===== src/rtl/pit_pkg.sv =====
package pit_pkg;
  localparam int unsigned PER_W = 16;

  localparam logic ADDR_CTRL = 1'b0;
  localparam logic ADDR_PER  = 1'b1;

  localparam int unsigned B_RUN  = 0;
  localparam int unsigned B_SEL  = 1;
  localparam int unsigned B_IEN  = 2;
  localparam int unsigned B_PEN  = 3;
  localparam int unsigned B_FLAG = 4;

  typedef struct packed {
    logic run;
    logic sel_bus;
    logic irq_en;
    logic pin_en;
  } pit_ctrl_t;
endpackage


===== src/rtl/pit_regs.sv =====
module pit_regs
  import pit_pkg::*;
#(
  parameter int unsigned DW = PER_W
) (
  input  logic          clk_i,
  input  logic          rst_ni,
  input  logic          wr_en_i,
  input  logic          wr_addr_i,
  input  logic [DW-1:0] wr_data_i,
  input  logic          rd_addr_i,
  input  logic          expire_i,
  output logic [DW-1:0] rd_data_o,
  output pit_ctrl_t     ctrl_o,
  output logic [DW-1:0] period_o,
  output logic          flag_o
);
  pit_ctrl_t     ctrl_q;
  logic [DW-1:0] per_q;
  logic          flag_q;
  logic          wr_ctrl, wr_per;

  assign wr_ctrl = wr_en_i && (wr_addr_i == ADDR_CTRL);
  assign wr_per  = wr_en_i && (wr_addr_i == ADDR_PER);

  always_ff @(posedge clk_i or negedge rst_ni) begin
    if (!rst_ni) begin
      ctrl_q <= '0;
      per_q  <= '0;
      flag_q <= 1'b0;
    end else begin
      if (wr_ctrl) begin
        ctrl_q.run    <= wr_data_i[B_RUN];
        ctrl_q.irq_en <= wr_data_i[B_IEN];
        ctrl_q.pin_en <= wr_data_i[B_PEN];
        if (!ctrl_q.run) ctrl_q.sel_bus <= wr_data_i[B_SEL];
      end
      if (wr_per && !ctrl_q.run) per_q <= wr_data_i;
      // expiry wins over a same-cycle clear
      if (expire_i)                           flag_q <= 1'b1;
      else if (wr_ctrl && wr_data_i[B_FLAG])  flag_q <= 1'b0;
    end
  end

  always_comb begin
    rd_data_o = '0;
    if (rd_addr_i == ADDR_PER) begin
      rd_data_o = per_q;
    end else begin
      rd_data_o[B_RUN]  = ctrl_q.run;
      rd_data_o[B_SEL]  = ctrl_q.sel_bus;
      rd_data_o[B_IEN]  = ctrl_q.irq_en;
      rd_data_o[B_PEN]  = ctrl_q.pin_en;
      rd_data_o[B_FLAG] = flag_q;
    end
  end

  assign ctrl_o   = ctrl_q;
  assign period_o = per_q;
  assign flag_o   = flag_q;

  AST_SEL_LOCK: assert property (@(posedge clk_i) disable iff (!rst_ni)
    ctrl_q.run |=> $stable(ctrl_q.sel_bus));
  AST_PER_LOCK: assert property (@(posedge clk_i) disable iff (!rst_ni)
    ctrl_q.run |=> $stable(per_q));
  AST_EXPIRE_SETS_FLAG: assert property (@(posedge clk_i) disable iff (!rst_ni)
    expire_i |=> flag_q);
endmodule


===== src/rtl/pit_tick_sel.sv =====
module pit_tick_sel (
  input  logic sel_bus_i,
  input  logic osc_tick_i,
  input  logic bus_active_i,
  output logic tick_o
);
  // gated selection; a stopped bus clock yields no ticks
  assign tick_o = sel_bus_i ? bus_active_i : osc_tick_i;
endmodule


===== src/rtl/pit_counter.sv =====
module pit_counter #(
  parameter int unsigned PW = 16,
  localparam int unsigned CW = PW + 1
) (
  input  logic          clk_i,
  input  logic          rst_ni,
  input  logic          run_i,
  input  logic          tick_i,
  input  logic [PW-1:0] period_i,
  output logic          expire_o,
  output logic          pin_o
);
  logic [CW-1:0] cnt_q;
  logic [CW-1:0] last;
  logic          pin_q;

  // 2*(P+1) ticks per period -> terminal count 2P+1
  assign last     = {period_i, 1'b1};
  assign expire_o = run_i && tick_i && (cnt_q == last);

  always_ff @(posedge clk_i or negedge rst_ni) begin
    if (!rst_ni) begin
      cnt_q <= '0;
      pin_q <= 1'b0;
    end else if (!run_i) begin
      cnt_q <= '0;
      pin_q <= 1'b0;
    end else if (tick_i) begin
      if (cnt_q == last) begin
        cnt_q <= '0;
        pin_q <= ~pin_q;
      end else begin
        cnt_q <= cnt_q + 1'b1;
      end
    end
  end

  assign pin_o = pin_q;

  AST_NO_OVERFLOW: assert property (@(posedge clk_i) disable iff (!rst_ni)
    run_i && $stable(period_i) |-> cnt_q <= last);
  AST_IDLE_CLEARS: assert property (@(posedge clk_i) disable iff (!rst_ni)
    !run_i |=> (cnt_q == '0) && !pin_q);
  AST_PIN_ON_EXPIRE: assert property (@(posedge clk_i) disable iff (!rst_ni)
    expire_o |=> pin_q != $past(pin_q));
endmodule


===== src/rtl/periodic_irq_timer.sv =====
module periodic_irq_timer
  import pit_pkg::*;
(
  input  logic             clk_i,
  input  logic             rst_ni,
  input  logic             osc_tick_i,
  input  logic             bus_active_i,
  input  logic             wr_en_i,
  input  logic             wr_addr_i,
  input  logic [PER_W-1:0] wr_data_i,
  input  logic             rd_addr_i,
  output logic [PER_W-1:0] rd_data_o,
  output logic             irq_o,
  output logic             ext_pin_o
);
  pit_ctrl_t        ctrl;
  logic [PER_W-1:0] period;
  logic             flag, tick, expire, pin;

  pit_regs #(.DW(PER_W)) u_regs (
    .clk_i, .rst_ni, .wr_en_i, .wr_addr_i, .wr_data_i, .rd_addr_i,
    .expire_i (expire),
    .rd_data_o,
    .ctrl_o   (ctrl),
    .period_o (period),
    .flag_o   (flag)
  );

  pit_tick_sel u_tick (
    .sel_bus_i    (ctrl.sel_bus),
    .osc_tick_i,
    .bus_active_i,
    .tick_o       (tick)
  );

  pit_counter #(.PW(PER_W)) u_cnt (
    .clk_i, .rst_ni,
    .run_i    (ctrl.run),
    .tick_i   (tick),
    .period_i (period),
    .expire_o (expire),
    .pin_o    (pin)
  );

  assign irq_o     = flag && ctrl.irq_en;
  assign ext_pin_o = pin && ctrl.pin_en;

  AST_FREEZE: assert property (@(posedge clk_i) disable iff (!rst_ni)
    ctrl.run && ctrl.sel_bus && !bus_active_i |-> !expire);
  AST_OSC_ONLY: assert property (@(posedge clk_i) disable iff (!rst_ni)
    !ctrl.sel_bus && !osc_tick_i |-> !expire);
  AST_PIN_GATED: assert property (@(posedge clk_i) disable iff (!rst_ni)
    !ctrl.pin_en |-> !ext_pin_o);
endmodule


===== config.mk =====
export PLATFORM = sky130hd
export DESIGN_NAME = periodic_irq_timer
export DESIGN_NICKNAME = d
export VERILOG_FILES = /design/src/rtl/pit_pkg.sv /design/src/rtl/pit_regs.sv /design/src/rtl/pit_tick_sel.sv /design/src/rtl/pit_counter.sv /design/src/rtl/periodic_irq_timer.sv
export SDC_FILE = /design/constraint.sdc
export NUM_CORES = 1
export LEC_CHECK = 0
export ABC_AREA = 1
export BUFFER_PORTS_ARGS = -buffer_cell sky130_fd_sc_hd__buf_4
export CELL_PAD_IN_SITES_DETAIL_PLACEMENT = 2
export CELL_PAD_IN_SITES_GLOBAL_PLACEMENT = 2
export CORE_MARGIN = 5
export CORE_UTILIZATION = 28
export CTS_CLUSTER_DIAMETER = 30
export DETAILED_ROUTE_END_ITERATION = 7
export PLACE_DENSITY_LB_ADDON = 0.05
export SYNTH_ARGS = -nofsm -noshare
export SYNTH_HDL_FRONTEND = slang
export SYNTH_SLANG_ARGS = --single-unit

===== constraint.sdc =====
create_clock -name clk_i -period 1.4 [get_ports clk_i]
set_input_delay 0.28 -clock clk_i [delete_from_list [all_inputs] [get_ports clk_i]]
set_output_delay 0.28 -clock clk_i [all_outputs]
set_load 0.01 [all_outputs]

### Word level (Yosys, flattened, before mapping)

Cells that the tools add are included.

* input port bits: 23
* word-level logic and storage cells: 38
* output and inout bits: 18
* register bits: 39

* add/sub/neg operators: 1
* reduce and logical (&&, ||, !) cells: 12
* equal/unequal tests: 3
* bitwise logic cells: 3
* multiplexer cells: 11

Operators by type and width (count)
* $mux W17: 3
* $add A17 B1 Y17 const B: 1
* $eq A17 B17 Y1: 1
* $mux W11: 1
* $logic_and A1 B1 Y1: 8
* $mux W1: 6
* $mux W5: 1
* $ne A2 B1 Y1 const B: 2
* $reduce_and A2 Y1: 2
* $not A1 Y1: 3
* $reduce_bool A2 Y1: 1
* $logic_not A1 Y1: 1

### Longest topological paths before layout

Gate-level depths: netlist (run 1).

* word-level depth: 5
* gate-level depth with buffers: 11

### Cells and area by module

From an unflattened synthesis (run 1), not the netlist that was laid out.

* cells, all modules: 398
* area total of the unflattened synthesis: 2613.8 um^2

Modules (own cells, without submodules)
* pit_counter: times used 1, cells each 255, sequential area each 450.4 um^2, area each 1546.5 um^2
* pit_regs: times used 1, cells each 135, sequential area each 525.5 um^2, area each 1037.2 um^2
* periodic_irq_timer: times used 1, cells each 4, sequential area each 0.0 um^2, area each 15.0 um^2
* pit_tick_sel: times used 1, cells each 4, sequential area each 0.0 um^2, area each 15.0 um^2

### Least setup slack after synthesis (run 1)

No wires, ideal clock.

* kind: register to register
* from: register u_regs.per_q[0], in the netlist u_regs.period_o[0]
* to: register u_cnt.cnt_q[12]
* path slack: 0.111 ns
* stages on the path, launching flop included: 10
* library setup time: 0.126 ns
* arrival time: 1.163 ns
* data required time: 1.274 ns
* period minus slack after synthesis: 1.289 ns
* path buffers: 1
* cell sequence: dfrtp_1 inv_1 nor2_1 nor2_1 nand3_2 nor2_2 nand3_2 nand2_4 buf_12 a21oi_2

* word-level cells in the longest chain between the ends: 4

Ends and longest elaborated chain
* start, declared: line pit_regs.sv:19 `logic [DW-1:0] per_q;`
* start signal, assigned: line pit_regs.sv:38 `if (wr_per && !ctrl_q.run) per_q <= wr_data_i;`
* $eq A17 B17 Y1: line pit_counter.sv:29 `if (cnt_q == last) begin`
* $mux W17: line pit_counter.sv:29
* $mux W17: line pit_counter.sv:28 `end else if (tick_i) begin`
* $mux W17: line pit_counter.sv:25 `end else if (!run_i) begin`
* end signal, assigned: line pit_counter.sv:33 `cnt_q <= cnt_q + 1'b1;`
* end, declared: line pit_counter.sv:13 `logic [CW-1:0] cnt_q;`

Every way passes these cells. The select of a mux whose other input is x is not followed.
A chain may end at the register's enable or synchronous reset.

### Final worst setup path (run 1)

* from: register u_cnt.cnt_q[14]
* to: register u_cnt.cnt_q[14]

* word-level cells in the longest chain between the ends: 4
* elaborated cells on any way between the ends: 5

Ends and longest elaborated chain (line)
* $add A17 B1 Y17 / $eq A17 B17 Y1 (equally long branches): pit_counter.sv:33, pit_counter.sv:29
* $mux W17 (*): pit_counter.sv:29
* $mux W17 (*): pit_counter.sv:28
* $mux W17 (*): pit_counter.sv:25

Every way passes the cells marked *; elsewhere a longest branch is shown, timed or not. The select of a mux whose other input is x is not followed.

==> results.tsv, run 1 <==
stage	metric	value	unit
outcome	status	complete, but fails checks	
outcome	violations	negative setup slack	
sta	fmax	664	MHz
placed_design	port_buffers	40	
critical_path	critical_path_class	reg -> reg	
grt	grt_max_degree	40	
sta	fin_crit_sh	108	%
critical_path	critPathLaunch	u_cnt.cnt_q[14]$_DFFE_PN0P_	
critical_path	cp_cell_sequence	inv_1 > nand2_1 > nand2_1 > nor2_1 > nand2_1 > nor2_4 > nand3_4 > nand2_8 > clkbuf_16 > a21oi_2	
sta	rsz0062_at_grt	true	
clock_tree	clk_pin_slew	0.08	ns
clock_tree	cts_buffer_depth	2	
power_and_ir_drop	leakagePower	1.66	nW
grt	grt_pass1_vias	2662	
critical_path	crit_family	simple AND/OR/NAND/NOR gates	
synthesis	syn_inst	314	
clock_tree	insertion_delay	0.30	ns
power_and_ir_drop	power	3.28	mW
sta	hold_viol	0	
sta	finClkSkew	0.00475	ns
worst_hold_path	hp-class	in -> reg	
sta	maxSlewViolCount	0	
sta	worst_pin_slew	0.546	ns
synthesis	avgSynthCellArea	7.29	um^2
detailed_routing	ant_nets	0	
power_and_ir_drop	ir_drop	0.364	mV
sta	holdWs	0.214	ns
die	initial_core_util	28.3	%
critical_path	cp_max_fo	6	
sta	finalCriticalPeriod	1.51	ns
synthesis	yosysWarningCount	0	
detailed_routing	drtPass1Iterations	4	
die	rows	33	
finish	drive_gt1_share	37.3	%
sta	slew_headroom	63.6	%
synthesis	synth_top_area_share	42.6	%
die	io_pins	41	
critical_path	cp_slowest_cell	dfrtp_1	
synthesis	ys_ff_latch	39	
die	coreArea	8090	um^2
detailed_routing	routedWlPerCell	15.9	um
synthesis	ys_seq_area_share	42.6	%
grt	antenna_found_initial	0	
detailed_routing	vias_per_cell	4.55	
clock_tree	cts_root_buffer	clkbuf_8	
synthesis	netlist_top_cells_area	dfrtp_1, nand2_1, inv_1, nor2_1, a21oi_1	
critical_path	crit_top_cell	nand2_1	
finish	diodes	0	
synthesis	syn-num-nets	338	
grt	track_usage	16.6	%
critical_path	endpoint_kind	register	
clock_tree	cts_max_level	2	
sta	worst_slack	-0.105	ns
clock_tree	cts_tree	built	
power_and_ir_drop	p_per_area	992	nW/um^2
grt	grt_overflow	0	
critical_path	cp.required	1.58	ns
die	die_width	100	um
synthesis	yosysTopAreaCell	dfrtp_1	
clock_tree	cts.sinks	39	
placed_design	gp_congestion	0.778	
finish	layout_commonest_cell	nand2_1	
finish	nNetsFinal	428	
grt	grt_pass1_wl	13000	um
synthesis	syn_area	2290	um^2
finish	final_cell_mix	nand2_1, buf_4, inv_1, dfrtp_1, nor2_1	
worst_hold_path	holdCritStartpoint	wr_data_i[0]	
placed_design	dp_hpwl	6110	um
critical_path	startpoint_type	register	
detailed_routing	drc	0	
sta	setup_violations	17	
critical_path	r2r_start	u_cnt.cnt_q[14]$_DFFE_PN0P_	
finish	syn_to_final_growth	44.5	%
critical_path	cp_num_buf_inv	2	
die	die_height	100	um
run	drv_cap	0	
critical_path	slowest_delay	0.43	ns
detailed_routing	routed_wl	8080	um
clock_tree	cts_buffers	5	
synthesis	synth.distinct_cells	26	
die	die_area	10100	um^2
critical_path	cp.arrival	1.69	ns
detailed_routing	num_vias	2322	
detailed_routing	drtIter0Drc	37	
[state kept, by name, indices dropped and copies added, names as in the netlist]
signal / flops
u_cnt.pin_o: 1
u_regs.period_o: 16
u_cnt.cnt_q: 17
u_regs.flag_o: 1
u_regs.ctrl_o: 4
[worst reg2reg max path: cells and delay by family (launching register included)]
kind / cells / cell delay (ns)
AOI/OAI and AO/OA: 1 / 0.05
buffers and inverters: 2 / 0.22
DFF: 1 / 0.43
and+or+nand+nor: 7 / 0.70
[routing by layer]
metal  track usage, %  wire [um]  part of all wire, %
met4             4.66        133                  1.6
met3             3.06        204                  2.5
met2             31.0       4460                   55
met1             19.2       3290                   41
met5                0          0                    0
[per-stage QoR]
| step | setup TNS (ns) | util (%) | instances | cell area [um^2] | setup WS (ns) |
|---|---|---|---|---|---|
| after global placement | -0.905 | 36.5 | 487 | 2950 | -0.0845 |
| final | -1.33 | 40.9 | 510 | 3310 | -0.105 |
| after detailed placement | -1.63 | 36.5 | 487 | 2950 | -0.131 |
| after CTS | -1.09 | 39.1 | 505 | 3160 | -0.0842 |
| after floorplan | 0 | - | 314 | 2290 | 0.111 |
| after global routing | -3.39 | 40.9 | 510 | 3310 | -0.211 |
[repair_timing]
action | in CTS | in global routing
hold endpoints to repair | 39 | 0
buffers inserted | 9 | 4
hold buffers | 1 | 0
pin swaps | 5 | 9
gates cloned | 0 | 1
resized for setup | 15 | 29
setup endpoints to repair | 20 | 23
[where the power goes]
group	internal [mW]	total [mW]	switching, mW
clock network	0.451	0.878	0.427
logic	0.463	1.02	0.558
registers	1.26	1.38	0.125
total	2.17	3.28	1.11
[cell usage after synthesis]
cell type	count
nand2_1	90
inv_1	52
dfrtp_1	39
nor2_1	31
a21oi_1	19
o21ai_0	16
a21oi_2	10
nand3_1	10
xor2_1	10
nand4_1	6
buf_2	5
inv_2	5
nor2_2	4
clkbuf_1	2
nand3_2	2
nor3_1	2
xnor2_1	2
buf_12	1
ha_1	1
mux2_2	1
nand2_2	1
nand2_4	1
nand3_4	1
nor2_4	1
nor3b_1	1
o21ai_1	1
[kinds of logic after synthesis]
group	synth area share, %
compound gates	11.7
xor+xnor	4.59
fa+ha+maj	0.546
buf+inv	11.6
flops	42.6
mux	0.492
simple gates	28.4
[worst paths after layout]
path / cells past startpoint / end / slack (ns)
max: 10 / u_cnt.cnt_q[14]$_DFFE_PN0P_ / -0.11
min: 3 / u_regs.ctrl_o[3]$_DFFE_PN0P_ / 0.21
min reg2reg: 2 / u_cnt.pin_o$_DFFE_PN0P_ / 0.52
min in group asynchronous: 2 / u_cnt.cnt_q[1]$_DFFE_PN0P_ / 0.50
max in group asynchronous: 2 / u_cnt.cnt_q[2]$_DFFE_PN0P_ / 0.49
max reg2reg: 10 / u_cnt.cnt_q[14]$_DFFE_PN0P_ / -0.11
[final cells by class]
| class | instances | area [um^2] |
|---|---|---|
| Sequential cell | 39 | 978 |
| Tap cell | 105 | 131 |
| Multi-Input combinational cell | 210 | 1150 |
| Timing Repair Buffer | 91 | 738 |
| Inverter | 57 | 214 |
| Fill cell | 967 | 4780 |
| Clock buffer | 8 | 100 |
(Power assumes the default switching activity.)
==> inputs of run 2 (changes only) <==
--- a/config.mk
+++ b/config.mk
@@ -14,6 +14,7 @@
 export CTS_CLUSTER_DIAMETER = 30
 export DETAILED_ROUTE_END_ITERATION = 7
 export PLACE_DENSITY_LB_ADDON = 0.05
+export REMOVE_ABC_BUFFERS = 1
 export SYNTH_ARGS = -nofsm -noshare
 export SYNTH_HDL_FRONTEND = slang
 export SYNTH_SLANG_ARGS = --single-unit
==> run 2 against run 1 <==
Compared with the run above:
- the flow still finishes with violations (negative setup slack)
- via count shrank 0.26%
- combinational power about the same
- critical path depth decreased by 2
- worst hold slack worse by 0.018 ns
- register-to-register slack improved by 0.04 ns
- flip-flop and latch count unchanged
- sequential share of layout area fell by 0.78 points
==> results.tsv, run 2 (same netlist as run 1, synthesis figures left out) <==
stage	metric	value	unit	change
critical_path	cp_cell_sequence	inv_2 > nand2_2 > nand4_1 > nor2_2 > nand3_4 > nand2_8 > clkbuf_16 > a21oi_2		was inv_1 > nand2_1 > nand2_1 > nor2_1 > nand2_1 > nor2_4 > nand3_4 > nand2_8 > clkbuf_16 > a21oi_2
worst_hold_path	hp-class	in -> reg		unchanged
die	io_pins	41		unchanged
grt	grt_max_degree	40		unchanged
clock_tree	cts_tree	built		unchanged
finish	final_cell_mix	buf_4, nand2_1, inv_1, dfrtp_1, nor2_1		was nand2_1, buf_4, inv_1, dfrtp_1, nor2_1
outcome	violations	negative setup slack		unchanged
power_and_ir_drop	internal-power	2.32	mW	was 2.17 mW
detailed_routing	num_vias	2316		was 2322
finish	diodes	0		unchanged
critical_path	cp_max_fo	5		was 6
finish	drive_gt1_share	41.1	%	was 37.3%
grt	grt_pass1_vias	2559		was 2662
sta	finalCriticalPeriod	1.46	ns	was 1.51 ns
die	die_width	100	um	unchanged
sta	rsz0062_at_grt	true		unchanged
sta	slew_headroom	62.8	%	was 63.6%
sta	holdWs	0.197	ns	was 0.214 ns
clock_tree	clk_pin_slew	0.08	ns	about the same
placed_design	dp_hpwl	5580	um	was 6110 um
sta	fin_crit_sh	105	%	was 108%
clock_tree	cts.sinks	39		unchanged
outcome	status	complete, but fails checks		unchanged
critical_path	r2r_slack	-0.06	ns	was -0.11 ns
finish	syn_to_final_growth	48.4	%	was 44.5%
die	rows	33		unchanged
critical_path	r2r_start	u_cnt.cnt_q[4]$_DFFE_PN0P_		was u_cnt.cnt_q[14]$_DFFE_PN0P_
grt	antenna_found_initial	0		unchanged
power_and_ir_drop	clkPwrFrac	29.5	%	was 26.7%
placed_design	port_buffers	40		unchanged
sta	hold_viol	0		unchanged
detailed_routing	drtIter0Drc	13		was 37
critical_path	cp.arrival	1.65	ns	was 1.69 ns
finish	largest_reg_flops	17		unchanged
detailed_routing	drtPass1Iterations	5		was 4
power_and_ir_drop	p_seq_share	40.1	%	was 42.2%
critical_path	startpoint_type	register		unchanged
grt	grt_overflow	0		unchanged
power_and_ir_drop	leakagePower	1.70	nW	was 1.66 nW
power_and_ir_drop	p_comb_share	30.4	%	was 31.1%
grt	track_usage	15.7	%	was 16.6%
critical_path	cp.required	1.59	ns	was 1.58 ns
die	die_area	10100	um^2	unchanged
placed_design	place_area	3010	um^2	was 2950 um^2
sta	worst_pin_slew	0.558	ns	was 0.546 ns
detailed_routing	routed_wl	7560	um	was 8080 um
placed_design	gp_congestion	0.793		was 0.778
sta	maxSlewViolCount	0		unchanged
worst_hold_path	holdCritStartpoint	wr_data_i[0]		unchanged
finish	largest-register	u_cnt.cnt_q		unchanged
clock_tree	insertion_delay	0.30	ns	about the same
finish	fill_cells	963		was 967
power_and_ir_drop	swShare	32.4	%	was 33.8%
critical_path	critical_path_class	reg -> reg		unchanged
critical_path	cp_slowest_cell	dfrtp_1		unchanged
sta	setup_violations	19		was 17
run	drv_cap	0		unchanged
sta	finClkSkew	0.00897	ns	was 0.00475 ns
power_and_ir_drop	p_per_area	1010	nW/um^2	was 992 nW/um^2
critical_path	critPathLaunch	u_cnt.cnt_q[4]$_DFFE_PN0P_		was u_cnt.cnt_q[14]$_DFFE_PN0P_
sta	worst_slack	-0.0644	ns	was -0.105 ns
power_and_ir_drop	ir_drop	0.562	mV	was 0.364 mV
critical_path	slowest_delay	0.42	ns	was 0.43 ns
finish	design_area	3400	um^2	was 3310 um^2
detailed_routing	ant_nets	0		unchanged
grt	grt_pass1_wl	12400	um	was 13000 um
clock_tree	cts_buffer_depth	2		unchanged
power_and_ir_drop	power_switching	1.11	mW	about the same
clock_tree	cts_root_buffer	clkbuf_8		unchanged
critical_path	endpoint_kind	register		unchanged
detailed_routing	drc	0		unchanged
finish	nNetsFinal	429		was 428
sta	fmax	683	MHz	was 664 MHz
clock_tree	cts_buffers	5		unchanged
finish	layout_commonest_cell	buf_4		was nand2_1
clock_tree	cts_max_level	2		unchanged
die	initial_core_util	28.3	%	unchanged
die	die_height	100	um	unchanged
die	coreArea	8090	um^2	unchanged
detailed_routing	routedWlPerCell	14.8	um	was 15.9 um
detailed_routing	vias_per_cell	4.53		was 4.55
[run 2: cell types whose count changed in the layout (fill, tap and decap cells not counted), sizes merged]
| cell | delta |
|---|---|
| buf | +1 |
| bufinv | +1 |
| clkbuf | -2 |
| clkinv | +1 |
[run 2: path summary, 6_finish.rpt]
kind                                                  endpoint  depth (start not counted)
worst min-delay path              u_regs.ctrl_o[3]$_DFFE_PN0P_                          3
max in group asynchronous           u_cnt.cnt_q[2]$_DFFE_PN0P_                          2
min in group asynchronous       u_regs.period_o[9]$_DFFE_PN0P_                          2
worst max-delay path               u_cnt.cnt_q[12]$_DFFE_PN0P_                          8
worst max register to register     u_cnt.cnt_q[12]$_DFFE_PN0P_                          8
worst min register to register    u_regs.ctrl_o[1]$_DFFE_PN0P_                          2
[run 2: power groups by stage]
| stage | registers (mW) | logic [mW] | clock network [mW] |
|---|---|---|---|
| floorplan | 1.37 | 0.445 | 0 |
| global placement | 1.39 | 0.902 | 0 |
| detailed placement | 1.39 | 0.926 | 0 |
| CTS | 1.37 | 0.994 | 1.04 |
| global route | 1.39 | 1.17 | 1.09 |
| finish | 1.37 | 1.04 | 1.01 |
[run 2: area by class of cell]
cell class                      instances  area (um^2)  area share [%]
Clock buffer                            6         82.6            2.43
Clock inverter                          2         35.0            1.03
Inverter                               57          214            6.30
Multi-Input combinational cell        210         1200            35.3
Sequential cell                        39          978            28.8
Tap cell                              105          131            3.87
Timing Repair Buffer                   92          756            22.2
[run 2: worst max-delay path: cells and delay by family (launching register included)]
kind            cells  cell delay, ns
compound gates      1            0.04
buf+inv             2            0.21
flops               1            0.42
simple gates        5            0.67
[run 2: timing repair]
item                                    CTS  global route
pin swaps                                 9            14
hold endpoints to repair                 39             0
resized for setup                        26            28
endpoints found under the setup margin   21            22
hold buffers                              1             0
buffers inserted                          6             4
gates cloned                              0             1
[run 2: per-stage QoR]
stage	total power [mW]	util (%)	TNS, ns	setup WS, ns	cells
3_3_place_gp	2.29	37.2	-1.80	-0.134	492
2_1_floorplan	1.81	-	-2.56	-0.306	306
3_5_place_dp	2.32	37.2	-2.50	-0.177	492
4_1_cts	3.41	40.2	-1.22	-0.0922	507
6_report	3.43	42.0	-0.831	-0.0644	511
5_1_grt	3.65	42.0	-2.82	-0.196	511
[run 2: routing by layer]
| metal | track usage, % | vias to the layer above | routed length, um |
|---|---|---|---|
| met2 | 29.7 | 26 | 4100 |
| met1 | 18.2 | 1145 | 3160 |
| met3 | 2.36 | 7 | 215 |
| li1 | - | 1138 | - |
| met5 | 0 | - | 0 |
| met4 | 4.46 | 0 | 88 |
